[src/rtl/gia_pkg.sv]
package gia_pkg;
  localparam int NUM_GROUPS = 6;
  localparam int REG_W      = 32;
  localparam int ADDR_W     = 5;
  localparam int IRQ_W      = 19;
  localparam int BLK_ADDR   = 24;

  typedef enum logic [1:0] {
    REG_SRC  = 2'd0,
    REG_ESET = 2'd1,
    REG_ECLR = 2'd2,
    REG_RES  = 2'd3
  } regKind_e;

  typedef struct packed {
    logic [NUM_GROUPS-1:0] srcClr;
    logic [NUM_GROUPS-1:0] enSet;
    logic [NUM_GROUPS-1:0] enClr;
    logic                  blkWr;
    logic [2:0]            rdSlot;
    regKind_e              rdKind;
    logic                  rdHit;
    logic                  rdBlk;
  } strobes_t;

  // slot order 0..5 holds group ids 8,9,10,11,12,26
  function automatic int groupIdOf(int slot);
    return (slot < 5) ? (8 + slot) : 26;
  endfunction

  // banks 0..3 feed groups 11..8 (slots 3..0), banks 4,5 map straight;
  // the mapping is its own inverse
  function automatic int slotOfBank(int bank);
    return (bank < 4) ? (3 - bank) : bank;
  endfunction

  function automatic int irqIndexOf(int slot);
    return (slot < 5) ? slot : 18;
  endfunction

  function automatic logic [REG_W-1:0] blkMask();
    logic [REG_W-1:0] m;
    m = '0;
    for (int s = 0; s < NUM_GROUPS; s++) m[groupIdOf(s)] = 1'b1;
    return m;
  endfunction
endpackage

[src/rtl/gia_ctrl.sv]
module gia_ctrl
  import gia_pkg::*;
(
  input  logic              clk,
  input  logic              rstN,
  input  logic              wrEn,
  input  logic [ADDR_W-1:0] addr,
  output strobes_t          stb
);
  logic [2:0] slotSel;
  regKind_e   kindSel;
  logic       slotHit;
  logic       blkHit;

  always_comb begin
    slotSel = addr[ADDR_W-1:2];
    kindSel = regKind_e'(addr[1:0]);
    slotHit = (int'(slotSel) < NUM_GROUPS);
    blkHit  = (int'(addr) == BLK_ADDR);
  end

  always_comb begin
    stb = '0;
    stb.rdSlot = slotSel;
    stb.rdKind = kindSel;
    stb.rdHit  = slotHit;
    stb.rdBlk  = blkHit;
    stb.blkWr  = wrEn && blkHit;
    for (int s = 0; s < NUM_GROUPS; s++) begin
      if (wrEn && slotHit && int'(slotSel) == s) begin
        stb.srcClr[s] = (kindSel == REG_SRC);
        stb.enSet[s]  = (kindSel == REG_ESET);
        stb.enClr[s]  = (kindSel == REG_ECLR);
      end
    end
  end

  // a write reaches at most one register
  p_single_target_r11: assert property (@(posedge clk) disable iff (!rstN)
    $onehot0({stb.srcClr, stb.enSet, stb.enClr, stb.blkWr}));

  // a write to a result address produces no strobe
  p_result_readonly_r6: assert property (@(posedge clk) disable iff (!rstN)
    (wrEn && addr[1:0] == 2'd3 && !blkHit) |->
      ({stb.srcClr, stb.enSet, stb.enClr} == '0));
endmodule

[src/rtl/gia_datapath.sv]
module gia_datapath
  import gia_pkg::*;
#(
  parameter int PIN_W = REG_W
) (
  input  logic                        clk,
  input  logic                        rstN,
  input  logic [NUM_GROUPS*PIN_W-1:0] pinEvent,
  input  logic [REG_W-1:0]            wrData,
  input  strobes_t                    stb,
  output logic [REG_W-1:0]            rdData,
  output logic [IRQ_W-1:0]            irqOut
);
  localparam logic [REG_W-1:0] BLK_MASK = blkMask();

  logic [PIN_W-1:0] srcQ   [NUM_GROUPS];
  logic [PIN_W-1:0] enQ    [NUM_GROUPS];
  logic [PIN_W-1:0] resVec [NUM_GROUPS];
  logic [REG_W-1:0] blkQ;
  logic [NUM_GROUPS-1:0] grpReq;

  always_ff @(posedge clk) begin
    if (!rstN) blkQ <= '0;
    else if (stb.blkWr) blkQ <= wrData & BLK_MASK;
  end

  for (genvar s = 0; s < NUM_GROUPS; s++) begin : g_group
    localparam int BANK = slotOfBank(s);
    localparam int GID  = groupIdOf(s);
    localparam int IDX  = irqIndexOf(s);
    logic [PIN_W-1:0] evtIn;
    logic [PIN_W-1:0] clrMask;
    logic [PIN_W-1:0] setMask;
    logic [PIN_W-1:0] offMask;

    assign evtIn   = pinEvent[BANK*PIN_W +: PIN_W];
    assign clrMask = stb.srcClr[s] ? wrData[PIN_W-1:0] : '0;
    assign setMask = stb.enSet[s]  ? wrData[PIN_W-1:0] : '0;
    assign offMask = stb.enClr[s]  ? wrData[PIN_W-1:0] : '0;

    always_ff @(posedge clk) begin
      if (!rstN) begin
        srcQ[s] <= '0;
        enQ[s]  <= '0;
      end else begin
        srcQ[s] <= (srcQ[s] & ~clrMask) | evtIn;   // event wins over clear
        enQ[s]  <= (enQ[s] | setMask) & ~offMask;
      end
    end

    assign resVec[s] = srcQ[s] & enQ[s];
    assign grpReq[s] = (|resVec[s]) & blkQ[GID];

    // a source bit drops only under a clear strobe
    p_sticky_r2: assert property (@(posedge clk) disable iff (!rstN)
      !stb.srcClr[s] |=> ((srcQ[s] & $past(srcQ[s])) == $past(srcQ[s])));

    // an event in a clear cycle is kept
    p_event_wins_r4: assert property (@(posedge clk) disable iff (!rstN)
      stb.srcClr[s] |=> ((srcQ[s] & $past(evtIn)) == $past(evtIn)));

    // set bits appear, cleared bits vanish
    p_enable_set_r5: assert property (@(posedge clk) disable iff (!rstN)
      stb.enSet[s] |=> ((enQ[s] & $past(wrData[PIN_W-1:0])) == $past(wrData[PIN_W-1:0])));
    p_enable_clr_r5: assert property (@(posedge clk) disable iff (!rstN)
      stb.enClr[s] |=> ((enQ[s] & $past(wrData[PIN_W-1:0])) == '0));

    // remaining enabled pending bits keep the line up through a clear
    p_reassert_r8: assert property (@(posedge clk) disable iff (!rstN)
      (stb.srcClr[s] && ((resVec[s] & ~wrData[PIN_W-1:0]) != '0) && blkQ[GID] && !stb.blkWr
       && !stb.enClr[s]) |=> irqOut[IDX]);
  end

  always_comb begin
    irqOut = '0;
    for (int s = 0; s < NUM_GROUPS; s++) irqOut[irqIndexOf(s)] = grpReq[s];
  end

  always_comb begin
    rdData = '0;
    if (stb.rdBlk) rdData = blkQ;
    else if (stb.rdHit) begin
      for (int s = 0; s < NUM_GROUPS; s++) begin
        if (int'(stb.rdSlot) == s) begin
          case (stb.rdKind)
            REG_SRC:  rdData[PIN_W-1:0] = srcQ[s];
            REG_ESET,
            REG_ECLR: rdData[PIN_W-1:0] = enQ[s];
            default:  rdData[PIN_W-1:0] = resVec[s];
          endcase
        end
      end
    end
  end

  // outputs with no group behind them never rise
  p_unused_low_r7: assert property (@(posedge clk) disable iff (!rstN)
    irqOut[17:5] == '0);
endmodule

[src/rtl/gia_top.sv]
module gia_top
  import gia_pkg::*;
(
  input  logic                        clk,
  input  logic                        rstN,
  input  logic [NUM_GROUPS*REG_W-1:0] pinEvent,
  input  logic                        wrEn,
  input  logic [ADDR_W-1:0]           addr,
  input  logic [REG_W-1:0]            wrData,
  output logic [REG_W-1:0]            rdData,
  output logic [IRQ_W-1:0]            irqOut
);
  strobes_t stb;

  gia_ctrl i_ctrl (
    .clk  (clk),
    .rstN (rstN),
    .wrEn (wrEn),
    .addr (addr),
    .stb  (stb)
  );

  gia_datapath #(.PIN_W(REG_W)) i_dp (
    .clk      (clk),
    .rstN     (rstN),
    .pinEvent (pinEvent),
    .wrData   (wrData),
    .stb      (stb),
    .rdData   (rdData),
    .irqOut   (irqOut)
  );
endmodule

[config.mk]
export PLATFORM = sky130hd
export DESIGN_NAME = gia_top
export DESIGN_NICKNAME = d
export VERILOG_FILES = /design/src/rtl/gia_pkg.sv /design/src/rtl/gia_ctrl.sv /design/src/rtl/gia_datapath.sv /design/src/rtl/gia_top.sv
export SDC_FILE = /design/constraint.sdc
export NUM_CORES = 1
export LEC_CHECK = 0
export ABC_AREA = 1
export BUFFER_PORTS_ARGS = -buffer_cell sky130_fd_sc_hd__buf_2
export CAP_MARGIN = 15
export CORE_MARGIN = 2
export CORE_UTILIZATION = 35
export CTS_BUF_LIST = sky130_fd_sc_hd__clkbuf_8
export DETAILED_ROUTE_END_ITERATION = 12
export HOLD_SLACK_MARGIN = 0.02
export SLEW_MARGIN = 20
export SYNTH_ARGS = -nofsm -noshare
export SYNTH_HDL_FRONTEND = slang
export SYNTH_SLANG_ARGS = --single-unit
[constraint.sdc]
create_clock -name clk -period 1.6 [get_ports clk]
set_input_delay 0.08 -clock clk [delete_from_list [all_inputs] [get_ports clk]]
set_output_delay 0.08 -clock clk [all_outputs]
set_load 0.05 [all_outputs]
Word-level counts from Yosys, hierarchy flattened
Memories as Yosys holds them, arrays and structs flattened.
Cells that the tools add are included.
W data, S select, Z words.
- bitwise gates (word level): 60
- equality and inequality tests: 8
- $lt $le $gt $ge: 1
- reductions and logical operators: 17
- mux-type cells: 64
- operator list (kind ; number):
    $mux W32 ; 38
    $and A32 B32 Y32 ; 18
    $not A32 Y32 ; 12
    $or A32 B32 Y32 ; 12
    $pmux W32 S2 ; 6
    $reduce_or A32 Y1 ; 6
    $mux W1 ; 20
    $eq A3 B3 Y1 const B ; 4
    $or A1 B1 Y1 ; 12
    $logic_and A1 B1 Y1 ; 8
    $and A1 B1 Y1 ; 6
    $eq A5 B4 Y1 const B ; 1
    $eq A3 B2 Y1 const B ; 1
    $logic_not A3 Y1 ; 1
    $lt A3 B3 Y1 const B ; 1
    $eq A2 B1 Y1 const B ; 1
    $eq A2 B2 Y1 const B ; 1
    $logic_not A2 Y1 ; 1
    $reduce_or A2 Y1 ; 1
- memories: 2
- output and inout bits: 51
- RAM bits: 384
- flip-flop bits (word level): 6
- input port bits: 232
- word-level logic and storage cells: 153
- memories (name ; depth ; width ; read ports ; clocked after memory_dff ; wr ports ; RTL line ; source):
    i_dp.enQ ; 6 ; 32 ; 6 ; 0 ; 6 ; gia_datapath.sv:17 ; logic [PIN_W-1:0] enQ [NUM_GROUPS];
    i_dp.srcQ ; 6 ; 32 ; 6 ; 0 ; 6 ; gia_datapath.sv:16 ; logic [PIN_W-1:0] srcQ [NUM_GROUPS];

Longest topological paths before layout
- depth in word-level cells: 11
- depth in mapped cells: 16

Modules after synthesis
From an unflattened synthesis, not the netlist that was laid out.
- cells, all modules: 2940
- area total of the unflattened synthesis: 20448.4 sq um
- modules (own cells, without submodules) (module ; area an instance (sq um) ; instances ; cells an instance):
    gia_datapath ; 20200.6 ; 1 ; 2888
    gia_ctrl ; 247.7 ; 1 ; 52

Worst setup path before layout
OpenSTA, ideal clock, no wires.
- kind: input to output
- start point: input addr[0]
- end point: output rdData[24]
- buffers on the path: 3
- cell stages on the path: 11
- data arrival time: 2.145 ns
- data required time: 1.520 ns
- slack: -0.625 ns
- cell sequence: inv_1 > ha_1 > buf_2 > buf_2 > clkbuf_1 > nand2_1 > nand3_1 > nand3_1 > nand3_1 > nand3_1 > a21oi_1
- longest elaborated chain between the ends: 11
- elaborated cells on any way between the ends: 19
- those cells by class: 3 x eq/ne; 14 x mux; 2 x reduce/logical
- ends and longest elaborated chain (item ; RTL line ; source):
    start: declaration ; gia_top.sv:8 ; input logic [ADDR_W-1:0] addr,
    $eq A2 B1 Y1 or $eq A2 B2 Y1 (tied branches) ; gia_datapath.sv:85 ; case (stb.rdKind)
    $reduce_or A2 Y1 ; gia_datapath.sv:85 ;
    $pmux W32 S2 ; gia_datapath.sv:85 ;
    $mux W32 (6 in a row) ; gia_datapath.sv:84 ; if (int'(stb.rdSlot) == s) begin
    $mux W32 ; gia_datapath.sv:82 ; else if (stb.rdHit) begin
    $mux W32 (*) ; gia_datapath.sv:81 ; if (stb.rdBlk) rdData = blkQ;
    end: declaration ; gia_top.sv:10 ; output logic [REG_W-1:0] rdData,
Every way passes the cells marked *; elsewhere a longest branch is shown, timed or not.

==> metrics.yaml <==
place:
  post-dp-hpwl_um: 62740
  port_buffers: 269
  placed_cell_area_um2: 25680
  gp_congestion: 0.9246
power:
  p_switching_mw: 7.864
  p_per_area_nw_per_um2: 833.2
  combPwrFrac_pct: 19.7
  p_seq_share_pct: 40.1
  peakVddDrop_mv: 0.5027
  p_clk_share_pct: 40.2
  switching_share_pct: 30.16
  internal_power_mw: 18.21
  p_leak_nw: 13.71
critical_path:
  cp.arrival_ns: 2.09
  cp-start-kind: "flop"
  critPathRequiredTime_ns: 1.52
  end_kind: "output pin"
  worstSetupPathType: "reg -> out"
  crit_fanout: 2
drt:
  final_antenna_net_count: 0
  drt-total-wl_um: 92980
  first_iter_violations: 2500
  wl_per_cell_um: 19.88
  vias_per_cell: 5.412
  drcViolationCount: 0
  vias: 25320
  first_pass_iters: 6
sta:
  max_freq_mhz: 461.8
  finalSetupViolCount: 38
  skew_ns: 0
  min_period_ns: 2.166
  fin_crit_sh_pct: 135.3
  grt_setup_unrepaired: "yes"
  finalWorstSetupSlack_ns: -0.5655
  hold_viol: 0
  drv_slew: 0
  whs_ns: 0.1873
  slew_headroom_pct: 62.46
  worst_slew_pin_slew_ns: 0.5624
global_routing:
  grt_overflow: 0
  track_usage_pct: 29.80
  antenna_found_initial: 4
  grt_max_degree: 76
  grt_pass1_vias: 24130
  grt_first_pass_wirelength_um: 139900
logic_synthesis:
  yosys_register_bits: 390
  synth.area.top_cells: "dfxtp_1 (38%), a21oi_1 (12%), nand2_1 (11%)"
  synth_warnings: 0
  synth_top_area_share_pct: 38.07
  netlist_top_cells_count: "nand2_1 (622), a21oi_1 (476), o21ai_0 (435)"
  syn_area_um2: 20510
  yosys.cell_count.top_type: "nand2_1"
  netlist_instances: 3125
  postSynthAreaPerCell_um2: 6.562
  ys_types: 26
  synth_flop_cell: "dfxtp_1"
  synth_edf_count: 0
  ys_async_sr_fraction_pct: 0
  synth_top_cell_by_area: "dfxtp_1"
  seq_area_frac_synth_pct: 38.07
clocking:
  ctsHtreeMaxLevel: 3
  cts.sinks: 390
  cts_root_buf: "clkbuf_8"
  clk_pin_slew_ns: 0.06
  cts_made_buffers: 75
  cts_tree: "built"
  clk_latency_ns: 0.63
  clock_path_buffers: 3
status:
  violations: "setup timing"
  status: "finished with violations"
floorplan:
  chipWidth_um: 246.1
  num_rows: 88
  core_um2: 57810
  io_pins: 283
  die_h_um: 246.1
  start_util_pct: 35.48
  dieArea_um2: 60540
flow_run:
  max_cap_violations: 0
min_path:
  hp-class: "in -> reg"
layout:
  final_layout_size_suffix_gt1_share_pct: 29.27
  syn_to_final_growth_pct: 52.59
  design_area_um2: 31290
  fin_nets: 4090
## critical path, stage by stage (launching register included)
cell and delay (ns):
dfxtp_2 0.32, buf_6 0.11, nand2_2 0.06, nand3_2 0.08, nand3_2 0.10, nand2_1 0.05, nand2_1 0.08, nand2_1 0.06
nand2_2 0.09, nand2_1 0.05, nand2_1 0.05, nand2_1 0.06, nand2_2 0.08, nand2_4 0.08, buf_12 0.15
## power by group through the flow
stage / sequential, mW / combinational (mW) / clock (mW)
floorplan: 10.5 / 2.34 / 0
global placement: 10.6 / 4.18 / 0
detailed placement: 10.6 / 4.20 / 0
CTS: 10.4 / 4.93 / 10.6
global route: 10.5 / 5.47 / 11.1
finish: 10.5 / 5.13 / 10.5
## per-layer routing
layer / track usage [%] / routed length, um / vias up
met5: 0 / 41 / -
met2: 47.20 / 41860 / 1219
li1: - / - / 12030
met3: 5.087 / 7809 / 217
met4: 12.94 / 3731 / 6
met1: 39.72 / 39540 / 11850
## per-stage QoR
step	std cells	setup slack (ns)	power [mW]	utilization (%)	setup TNS [ns]
final	4678	-0.5655	26.07	54.13	-15.05
after global routing	4678	-0.6640	27.08	54.13	-18.15
after CTS	4668	-0.6114	25.99	53.25	-16.21
after detailed placement	4275	-0.4381	14.80	44.42	-49.31
after global placement	4275	-0.4076	14.77	44.42	-43.27
after floorplan	3137	-0.04289	12.85	-	-0.5590
## area by class of cell
cell class | count | area, um^2
multi-input cells | 2222 | 11890
inverters | 274 | 1046
flip-flops and latches | 390 | 8008
fillers | 5481 | 26510
repair buffers | 891 | 7821
clock inverters | 39 | 249.0
diodes | 1 | 2.502
clock buffers | 96 | 1321
well taps | 765 | 957.2
## kinds of logic (layout without fill, tap and decap cells)
kind of cell / Yosys count / after routing / synth area share [%]
AND/OR/NAND/NOR: 1113 / 1113 / 22.78
AO/OA/AOI/OAI: 1092 / 1092 / 28.74
buffers and inverters: 525 / 1300 / 10.15
flip-flops: 390 / 390 / 38.07
adder cells (fa/ha/maj): 4 / 4 / 0.2441
other: 1 / 14 / 0.01829
## placed cells by master, fill, tap and decap left out, types with 7 or more instances in the layout
cell	n
buf_12	58
dlygate4sd3_1	244
nand3_1	133
buf_2	230
nand3_2	80
dfxtp_2	142
nand4_1	48
a22o_1	70
a21oi_1	437
o21ai_2	8
conb_1	13
nor4_2	9
inv_2	9
clkbuf_8	96
a21oi_4	32
o21ai_1	68
dfxtp_1	242
o21ai_0	402
a21oi_2	7
nor2_1	202
nand2_2	75
inv_1	292
buf_8	7
nand2_1	546
buf_6	75
o211ai_1	64
buf_4	275
## flip-flops by register name, indices dropped and copies added, names as in the netlist
signal	cells
i_dp.blkQ	6
i_dp.enQ	192
i_dp.srcQ	192
## path summary, 6_finish.rpt
check	from	slack, ns	cells after the start	to
max	i_dp.enQ[0][12]$_SDFF_PN0_	-0.57	14	rdData[12]
min	pinEvent[10]	0.19	4	i_dp.srcQ[3][10]$_SDFF_PN0_
max reg2reg	i_dp.srcQ[5][26]$_SDFF_PN0_	0.29	4	i_dp.srcQ[5][26]$_SDFF_PN0_
min reg2reg	i_dp.enQ[1][10]$_SDFF_PN0_	0.47	2	i_dp.enQ[1][10]$_SDFF_PN0_
## repair_timing
item | in CTS | in global routing
gates resized for setup | 349 | 149
endpoints found under the hold margin | 363 | 0
hold buffers | 244 | 0
setup buffers | 17 | 9
gates cloned | 0 | 1
endpoints found under the setup margin | 38 | 54
pin swaps | 150 | 84
Power figures use the tool's default switching activity.
